## config.mk

```make
export PLATFORM = sky130hd
export DESIGN_NAME = hbridge_gate_gen
export DESIGN_NICKNAME = d
export VERILOG_FILES = /design/src/rtl/hbg_pkg.sv /design/src/rtl/hbg_leg.sv /design/src/rtl/hbg_bridge.sv /design/src/rtl/hbridge_gate_gen.sv
export SDC_FILE = /design/constraint.sdc
export NUM_CORES = 1
export LEC_CHECK = 0
export ABC_AREA = 1
export BUFFER_PORTS_ARGS = -buffer_cell sky130_fd_sc_hd__buf_4
export CELL_PAD_IN_SITES_DETAIL_PLACEMENT = 0
export CELL_PAD_IN_SITES_GLOBAL_PLACEMENT = 1
export CORE_AREA = 2 2 69 54
export CTS_CLUSTER_DIAMETER = 50
export DETAILED_ROUTE_END_ITERATION = 16
export DIE_AREA = 0 0 71 56
export PLACE_DENSITY = 0.82
export SYNTH_ARGS = -nofsm -noshare
export SYNTH_HDL_FRONTEND = slang
export SYNTH_SLANG_ARGS = --single-unit
```

## constraint.sdc

```tcl
create_clock -name clk -period 3 [get_ports clk]
set_clock_uncertainty 0.15 [all_clocks]
set_input_delay 0.6 -clock clk [delete_from_list [all_inputs] [get_ports clk]]
set_output_delay 0.6 -clock clk [all_outputs]
set_load 0.05 [all_outputs]
```

## src/rtl/hbg_pkg.sv

```systemverilog
// Package hbg_pkg
// Shared types for the H-bridge gate generator.
// Assumes: one leg has exactly two switches, high side and low side.
package hbg_pkg;

    // Leg state: both off (idle or disabled), timing a gap, high on, low on.
    typedef enum logic [1:0] {
        LEG_OFF  = 2'd0,
        LEG_GAP  = 2'd1,
        LEG_HIGH = 2'd2,
        LEG_LOW  = 2'd3
    } leg_state_t;

    localparam int LEGS_PER_BRIDGE  = 2;
    localparam int GATES_PER_LEG    = 2;
    localparam int GATES_PER_BRIDGE = LEGS_PER_BRIDGE * GATES_PER_LEG;

endpackage

```

## src/rtl/hbg_leg.sv

```systemverilog
// Module hbg_leg
// One half-bridge leg with its own dead-time counter. When the requested side
// differs from the side that is on, both gates go off for dt_sel+1 cycles and
// then the side sampled at the closing edge turns on.
// Assumes: dt_sel is static only in the sense that it is sampled when a gap opens.
module hbg_leg
    import hbg_pkg::*;
#(
    parameter int SEL_W = 3
) (
    input  logic             clk,
    input  logic             rst_n,
    input  logic             enable,
    input  logic [SEL_W-1:0] dt_sel,
    input  logic             drive_hi,
    output logic             gate_hi,
    output logic             gate_lo
);

    localparam int RUN_W = SEL_W + 1;
    localparam logic [RUN_W-1:0] RUN_MAX = '1;

    leg_state_t       state_q, state_n;
    logic [SEL_W-1:0] cnt_q, cnt_n;

    // Next-state: open a gap on any change of side, close it when the count ends.
    always_comb begin
        state_n = state_q;
        cnt_n   = cnt_q;
        if (!enable) begin
            state_n = LEG_OFF;
        end else begin
            case (state_q)
                LEG_OFF: begin
                    state_n = LEG_GAP;
                    cnt_n   = dt_sel;
                end
                LEG_HIGH: if (!drive_hi) begin
                    state_n = LEG_GAP;
                    cnt_n   = dt_sel;
                end
                LEG_LOW: if (drive_hi) begin
                    state_n = LEG_GAP;
                    cnt_n   = dt_sel;
                end
                LEG_GAP: begin
                    if (cnt_q == '0) state_n = drive_hi ? LEG_HIGH : LEG_LOW;
                    else             cnt_n   = cnt_q - 1'b1;
                end
                default: state_n = LEG_OFF;
            endcase
        end
    end

    // State register with synchronous reset to all-off.
    always_ff @(posedge clk) begin
        if (!rst_n) begin
            state_q <= LEG_OFF;
            cnt_q   <= '0;
        end else begin
            state_q <= state_n;
            cnt_q   <= cnt_n;
        end
    end

    assign gate_hi = (state_q == LEG_HIGH);
    assign gate_lo = (state_q == LEG_LOW);

    // Checker state: length of the current all-off run, and the length owed.
    logic [RUN_W-1:0] off_run_q;
    logic [RUN_W-1:0] need_q;

    // Count cycles with both gates off; note the code each time a gap opens.
    always_ff @(posedge clk) begin
        if (!rst_n) begin
            off_run_q <= '0;
            need_q    <= '0;
        end else begin
            if (!gate_hi && !gate_lo)
                off_run_q <= (off_run_q == RUN_MAX) ? RUN_MAX : off_run_q + 1'b1;
            else
                off_run_q <= '0;
            if (state_n == LEG_GAP && state_q != LEG_GAP)
                need_q <= RUN_W'(dt_sel) + 1'b1;
        end
    end

    AST_NO_DIRECT_SWAP: assert property (@(posedge clk) disable iff (!rst_n)
        ($fell(gate_hi) || $fell(gate_lo)) |-> (!gate_hi && !gate_lo));

    AST_FULL_GAP: assert property (@(posedge clk) disable iff (!rst_n)
        ($rose(gate_hi) || $rose(gate_lo)) |-> (off_run_q >= need_q));

    AST_DISABLE_OFF: assert property (@(posedge clk) disable iff (!rst_n)
        !$past(enable) |-> (!gate_hi && !gate_lo));

endmodule

```

## src/rtl/hbg_bridge.sv

```systemverilog
// Module hbg_bridge
// One full H-bridge: the positive leg follows the modulator bit and the
// negative leg follows its complement. Gate bus order per leg is {low, high}.
// Assumes: both legs share enable and dt_sel, so they switch in step.
module hbg_bridge
    import hbg_pkg::*;
#(
    parameter int SEL_W = 3
) (
    input  logic                        clk,
    input  logic                        rst_n,
    input  logic                        enable,
    input  logic [SEL_W-1:0]            dt_sel,
    input  logic                        mod_bit,
    output logic [GATES_PER_BRIDGE-1:0] gates
);

    logic [LEGS_PER_BRIDGE-1:0] leg_drive;

    // Leg 0 is the positive leg, leg 1 the negative (inverted) leg.
    always_comb begin
        leg_drive[0] = mod_bit;
        leg_drive[1] = ~mod_bit;
    end

    for (genvar i = 0; i < LEGS_PER_BRIDGE; i++) begin : g_leg
        hbg_leg #(.SEL_W(SEL_W)) u_leg (
            .clk      (clk),
            .rst_n    (rst_n),
            .enable   (enable),
            .dt_sel   (dt_sel),
            .drive_hi (leg_drive[i]),
            .gate_hi  (gates[GATES_PER_LEG*i]),
            .gate_lo  (gates[GATES_PER_LEG*i+1])
        );
    end

    AST_LEGS_OPPOSITE: assert property (@(posedge clk) disable iff (!rst_n)
        !(gates[0] && gates[2]) && !(gates[1] && gates[3]));

endmodule

```

## src/rtl/hbridge_gate_gen.sv

```systemverilog
// Module hbridge_gate_gen
// Two H-bridge gate generators with programmable dead time. In mono mode the
// left modulator bit drives both bridges so they can be paralleled.
// Assumes: mod_l/mod_r/mono are synchronous to clk.
module hbridge_gate_gen
    import hbg_pkg::*;
#(
    parameter int SEL_W = 3
) (
    input  logic                        clk,
    input  logic                        rst_n,
    input  logic                        enable,
    input  logic                        mono,
    input  logic [SEL_W-1:0]            dt_sel,
    input  logic                        mod_l,
    input  logic                        mod_r,
    output logic [GATES_PER_BRIDGE-1:0] gate_l,
    output logic [GATES_PER_BRIDGE-1:0] gate_r
);

    localparam int NUM_BRIDGE = 2;

    logic [NUM_BRIDGE-1:0]       br_bit;
    logic [GATES_PER_BRIDGE-1:0] br_gates [NUM_BRIDGE];

    // Bridge source select: right bridge takes the left bit in mono mode.
    always_comb begin
        br_bit[0] = mod_l;
        br_bit[1] = mono ? mod_l : mod_r;
    end

    for (genvar b = 0; b < NUM_BRIDGE; b++) begin : g_bridge
        hbg_bridge #(.SEL_W(SEL_W)) u_bridge (
            .clk     (clk),
            .rst_n   (rst_n),
            .enable  (enable),
            .dt_sel  (dt_sel),
            .mod_bit (br_bit[b]),
            .gates   (br_gates[b])
        );
    end

    assign gate_l = br_gates[0];
    assign gate_r = br_gates[1];

endmodule

```

==> results of run 1 <==
==> critical path, stage by stage (launching register included) <==
cell and delay, ps:
dfxtp_1 380, inv_2 50, nor2_1 200, buf_4 250
==> worst paths after layout <==
check | start | endpoint | slack (ps) | depth (start not counted)
worst max-delay path | g_bridge[1].u_bridge.g_leg[1].u_leg.state_q[1]$_SDFFE_PN0P_ | gate_r[2] | 1100 | 3
worst min-delay path | g_bridge[1].u_bridge.g_leg[0].u_leg.cnt_q[1]$_SDFFE_PN0P_ | g_bridge[1].u_bridge.g_leg[0].u_leg.cnt_q[1]$_SDFFE_PN0P_ | 340 | 2
worst max register to register | g_bridge[1].u_bridge.g_leg[0].u_leg.cnt_q[0]$_SDFFE_PN0P_ | g_bridge[1].u_bridge.g_leg[0].u_leg.cnt_q[2]$_SDFFE_PN0P_ | 1500 | 9
worst min register to register | g_bridge[1].u_bridge.g_leg[0].u_leg.cnt_q[1]$_SDFFE_PN0P_ | g_bridge[1].u_bridge.g_leg[0].u_leg.cnt_q[1]$_SDFFE_PN0P_ | 340 | 2
==> cells in the final DEF (no fill, tap or decap) <==
master | netlist | final
nor2_4 | 1 | 1
nand3_1 | 6 | 6
or2_2 | 3 | 3
o21ai_0 | 11 | 11
o21ai_1 | 6 | 6
nand2_2 | 12 | 12
nor3_1 | 1 | 1
nand3_4 | 1 | 1
a21oi_1 | 4 | 4
inv_1 | 29 | 29
ha_1 | 8 | 8
clkbuf_8 | 0 | 3
nand2_1 | 51 | 51
xnor2_1 | 1 | 1
dfxtp_1 | 20 | 20
nor2_2 | 6 | 6
o21bai_1 | 1 | 1
bufinv_16 | 0 | 1
a211oi_1 | 1 | 1
inv_2 | 9 | 9
nor2b_4 | 1 | 1
buf_4 | 8 | 16
nor2_1 | 32 | 32
nand2_4 | 1 | 1
==> power breakdown <==
part | switching (W) | internal (W) | total (W) | leakage [nW]
clock | 0.0000999 | 0.000178 | 0.000278 | 0.0357
sequential | 0.0000133 | 0.000286 | 0.000300 | 0.165
combinational | 0.0000962 | 0.0000638 | 0.000160 | 0.637
==> kinds of logic (layout without fill, tap and decap cells) <==
logic type,count (synthesis),after routing
buf+inv,47,58
fa+ha+maj,8,8
flops,20,20
simple gates,115,115
xor+xnor,1,1
compound gates,23,23
==> cell usage after synthesis <==
| library cell | instances | area share [%] |
|---|---|---|
| a21oi_1 | 4 | 1.5 |
| nand2_1 | 51 | 14 |
| nor2_4 | 1 | 0.82 |
| inv_1 | 29 | 7.9 |
| ha_1 | 8 | 7.3 |
| o21ai_0 | 11 | 4.0 |
| o21bai_1 | 1 | 0.55 |
| dfxtp_1 | 20 | 29 |
| nor2_1 | 32 | 8.8 |
| nor3_1 | 1 | 0.36 |
| buf_4 | 8 | 4.4 |
| nor2_2 | 6 | 2.7 |
| clkbuf_4 | 1 | 0.55 |
| nand3_1 | 6 | 2.2 |
| nand3_4 | 1 | 1.3 |
| or2_2 | 3 | 1.4 |
| xnor2_1 | 1 | 0.64 |
| nand2_4 | 1 | 0.82 |
| nand2_2 | 12 | 5.5 |
| o21ai_1 | 6 | 2.2 |
| a211oi_1 | 1 | 0.55 |
| nor2b_4 | 1 | 1.0 |
| inv_2 | 9 | 2.5 |
==> state kept, by name, summed over array words and instances (netlist names) <==
| signal | cells |
|---|---|
| g_bridge.u_bridge.g_leg.u_leg.state_q | 8 |
| g_bridge.u_bridge.g_leg.u_leg.cnt_q | 12 |
==> layer usage <==
metal  vias to the layer above  global-route usage (%)
met3                         2                    3.80
met4                         0                    4.04
met2                        24                    19.0
met1                       466                    22.4
met5                         -                       0
li1                        662                       -
==> metrics by stage <==
stage          instance area, um^2  setup WS (ps)  utilization, %  total power [W]
6_report                      1550           1100            47.3         0.000738
4_1_cts                       1550           1090            47.3         0.000745
3_3_place_gp                  1470           1370            45.1         0.000467
3_5_place_dp                  1470           1350            45.1         0.000466
5_1_grt                       1550           1050            47.3         0.000786
2_1_floorplan                 1370           1450               -         0.000431
==> area by class of cell <==
class	instances	area (um^2)	area share, %
Multi-Input combinational cell	147	761	49.2
Sequential cell	20	400	25.9
Inverter	38	143	9.23
Timing Repair Buffer	16	120	7.77
Tap cell	40	50.0	3.24
Clock buffer	3	41.3	2.67
Clock inverter	1	30.0	1.94
==> flow_metrics.tcl, run 1 <==
set metrics [dict create \
    numCtsBuffers 3 \
    setup_tns_ps 0 \
    vias 1154 \
    antenna_found_initial 0 \
    status "finished clean" \
    clockBufferDepth 2 \
    drv_slew 0 \
    nets 243 \
    cts_htree_levels 1 \
    yosys_warnings 0 \
    grt_pass1_vias 993 \
    die_area_mm2 0.00398 \
    syn_inst 214 \
    irDropWorstVdd_v 0.000328 \
    grt_util_all_layers_pct 14.4 \
    drcViolationCount 0 \
    cts_tree "yes" \
    cp.arrival_ps 1150 \
    wl_met1_um 1430 \
    wl_met3_um 136 \
    synthAdderAreaFrac_pct 7.30 \
    hp-class "reg -> reg" \
    ys_seq_elements 20 \
    postRouteAntennaNets 0 \
    syn_avg_cell_area_um2 6.41 \
    dp.cells 261 \
    fmaxAchievable_mhz 526 \
    hold_viol_final 0 \
    maxSlewHeadroom_pct 81.4 \
    fin_cells 265 \
    clk-insertion-delay-late_ps 270 \
    synthSimpleGateAreaFrac_pct 38.8 \
    fin_crit_ps 1900 \
    ios 17 \
    cts_post_setup_buffers_inserted 0 \
    n_fill_cell 347 \
    critical_path_class "reg -> out" \
    synth_nets 231 \
    route.met2.wl_um 930 \
    routabilityCongestion 0.725 \
    clk_pin_slew_worst_paths_ps 80 \
    drt-pass1-iter-count 4 \
    synth.mux.area_fraction_pct 0 \
    dp_hpwl_um 2000 \
    cts_hold_buf 0 \
    first_iter_violations 58 \
    post-route-period-util_pct 63.4 \
    synth_compound_area_share_pct 8.76 \
    top_layer_used "met4" \
    rows 18 \
    power_density_mw_per_mm2 478 \
    cap_violations 0 \
    synthesis.area_mm2 0.00137 \
    synth_cell_type_count 23 \
    initial_core_util_pct 42.0 \
    fp.coreArea_mm2 0.00327 \
    cts-root-buf "clkbuf_8" \
    cp-start-kind "register" \
    io_buffers 16 \
    grt-ovfl-total 0 \
    grt_pass1_wl_um 4590 \
    routed_wl_um 2520 \
    path_max_fanout 3 \
    die_w_um 71 \
    grt_max_degree 14 \
    crit_required_ps 2250 \
    finalSetupViolations 0 \
    worst_slew_pin_slew_ps 278 \
    synth_xor_area_share_pct 0.639 \
    synth_top_family_by_area "simple AND/OR/NAND/NOR gates" \
    viasPerCell 4.35 \
    leakagePower_nw 0.838 \
    yosysSeqAreaShare_pct 29.2 \
    antenna-diode-count 0 \
    final_layout_size_suffix_gt1_share_pct 24.0 \
    end_kind "output port" \
    routedWlPerCell_um 9.51 \
    ctsResizeCount 0 \
    clock-sinks 20 \
    die_h_um 56 \
    hold_slack_ps 339 \
    rsz0062_at_grt "no" \
    syn_to_final_growth_pct 12.7 \
]
No activity file was read; power rests on OpenSTA's default activity.
==> run 2, diff against run 1 <==
CORE_AREA = 2 2 71 56   (was 2 2 69 54)
DIE_AREA = 0 0 73 58   (was 0 0 71 56)
PLACE_DENSITY = 0.78   (was 0.82)
clock period = 1.8 ns   (was 3 ns; I/O delays follow)
==> flow_metrics.tcl, run 2 (synthesis gave the netlist of run 1 again) <==
set metrics [dict create \
    r2r_end "g_bridge[1].u_bridge.g_leg[0].u_leg.cnt_q[2]$_SDFFE_PN0P_" \
    antenna_found_initial 0 \
    die_h_um 58 \
    nets 243 \
    fmaxAchievable_mhz 589 \
    initial_core_util_pct 38.7 \
    crit_buf_inv 2 \
    grt_util_all_layers_pct 13.2 \
    grt_max_degree 14 \
    layout_commonest_cell "nand2_1" \
    grt_pass1_wl_um 4330 \
    critical_path_class "reg -> out" \
    die_area_mm2 0.00423 \
    hold_depth 2 \
    final_layout_size_suffix_gt1_share_pct 24.0 \
    hold_viol_final 0 \
    status "finished clean" \
    leakagePower_nw 0.838 \
    cap_violations 0 \
    cts_post_setup_buffers_inserted 0 \
    postRouteAntennaNets 0 \
    drt-pass1-iter-count 4 \
    dp.cells 263 \
    rsz0062_at_grt "no" \
    fin_crit_ps 1700 \
    clock-sinks 20 \
    mostFrequentLayoutCells "nand2_1, nor2_1, inv_1, dfxtp_1, buf_4" \
    largestRegisters "g_bridge.u_bridge.g_leg.u_leg.cnt_q (12), g_bridge.u_bridge.g_leg.u_leg.state_q (8)" \
    crit_required_ps 1290 \
    routabilityCongestion 0.764 \
    largest_reg_flops 12 \
    irDropWorstVdd_v 0.000560 \
    power_density_mw_per_mm2 790 \
    endpoint "gate_r[2]" \
    cp-start-kind "register" \
    routed_wl_um 2470 \
    drcViolationCount 0 \
    cp.depth 3 \
    first_iter_violations 41 \
    ctsResizeCount 0 \
    syn_to_final_growth_pct 12.9 \
    post-route-period-util_pct 94.3 \
    setup_tns_ps 0 \
    clk-insertion-delay-late_ps 260 \
    fin_cells 267 \
    hp-class "in -> reg" \
    regMostFlops "g_bridge.u_bridge.g_leg.u_leg.cnt_q" \
    die_w_um 73 \
    routedWlPerCell_um 9.25 \
    crit_path_start "g_bridge[1].u_bridge.g_leg[1].u_leg.state_q[1]$_SDFFE_PN0P_" \
    clockBufferDepth 2 \
    worst_slew_pin_slew_ps 274 \
    finalSetupViolations 0 \
    path_max_fanout 3 \
    ios 17 \
    cts_htree_levels 1 \
    clk_pin_slew_worst_paths_ps 80 \
    fp.coreArea_mm2 0.00354 \
    grt-ovfl-total 0 \
    end_kind "output port" \
    numCtsBuffers 3 \
    dp_hpwl_um 1980 \
    cts_hold_buf 0 \
    antenna-diode-count 0 \
    cts_tree "yes" \
    maxSlewHeadroom_pct 81.6 \
    vias 1156 \
    cts-root-buf "clkbuf_8" \
    crit_chain "inv_2 -> nor2_1 -> buf_4" \
    r2r_start "g_bridge[1].u_bridge.g_leg[0].u_leg.cnt_q[0]$_SDFFE_PN0P_" \
    cp.arrival_ps 1190 \
    crit_slowest_cell "dfxtp_1" \
    crit_family "flip-flops" \
    viasPerCell 4.33 \
    rows 19 \
    ff2ff_path_depth 9 \
    io_buffers 16 \
    reg2reg_slack_ps 340 \
    grt_pass1_vias 976 \
    drv_slew 0 \
    max_stage_delay_ps 380 \
]
[run 2: how the worst min path moves through the flow]
stage                                                                    from                                                     endpoint  slack (ps)
CTS                                                                     mod_l  g_bridge[0].u_bridge.g_leg[0].u_leg.state_q[0]$_SDFFE_PN0P_         170
global placement    g_bridge[0].u_bridge.g_leg[1].u_leg.cnt_q[1]$_SDFFE_PN0P_    g_bridge[0].u_bridge.g_leg[1].u_leg.cnt_q[1]$_SDFFE_PN0P_         320
global route                                                            mod_l  g_bridge[0].u_bridge.g_leg[0].u_leg.state_q[0]$_SDFFE_PN0P_         180
detailed placement  g_bridge[0].u_bridge.g_leg[1].u_leg.cnt_q[1]$_SDFFE_PN0P_    g_bridge[0].u_bridge.g_leg[1].u_leg.cnt_q[1]$_SDFFE_PN0P_         320
finish                                                                  mod_l  g_bridge[0].u_bridge.g_leg[0].u_leg.state_q[0]$_SDFFE_PN0P_         180
floorplan           g_bridge[0].u_bridge.g_leg[1].u_leg.cnt_q[1]$_SDFFE_PN0P_    g_bridge[0].u_bridge.g_leg[1].u_leg.cnt_q[1]$_SDFFE_PN0P_         300
[run 2: power by group]
group | internal, W | switching (W)
Clock | 0.000297 | 0.000161
Sequential | 0.000477 | 0.0000220
Combinational | 0.000106 | 0.000159
[run 2: layout make-up]
cell class              count  area (um^2)
fillers                   371         1990
multi-input cells         147          761
flip-flops and latches     20          400
inverters                  38          143
repair buffers             16          120
well taps                  42         52.6
clock buffers               3         41.3
clock inverters             1         30.0
[run 2: through the flow]
stage               utilization (%)  setup WS [ps]  total power (W)  hold WS, ps  area, um^2
finish                         43.7            103          0.00122          183        1550
floorplan                         -            421         0.000718          302        1370
detailed placement             41.7            328         0.000777          322        1480
global route                   43.7           30.5          0.00132          177        1550
CTS                            43.7           84.1          0.00124          173        1550
global placement               41.7            352         0.000777          317        1480
[run 2: routing by layer]
layer,up-vias,GRT usage [%],part of all wire (%)
met5,-,0,0
met4,0,3.17,0.45
met3,2,4.35,4.8
met2,20,18.5,39
met1,472,19.3,56
li1,662,-,-
[run 2: worst register-to-register path, cell delays in order, from the launching register on]
cell     delay [ps]
dfxtp_1         340
inv_1            70
ha_1            190
inv_1            50
nor2_1           30
nand2_1         120
nand2_2          90
nor2_4          150
nor2b_4         160
nor2_2           40
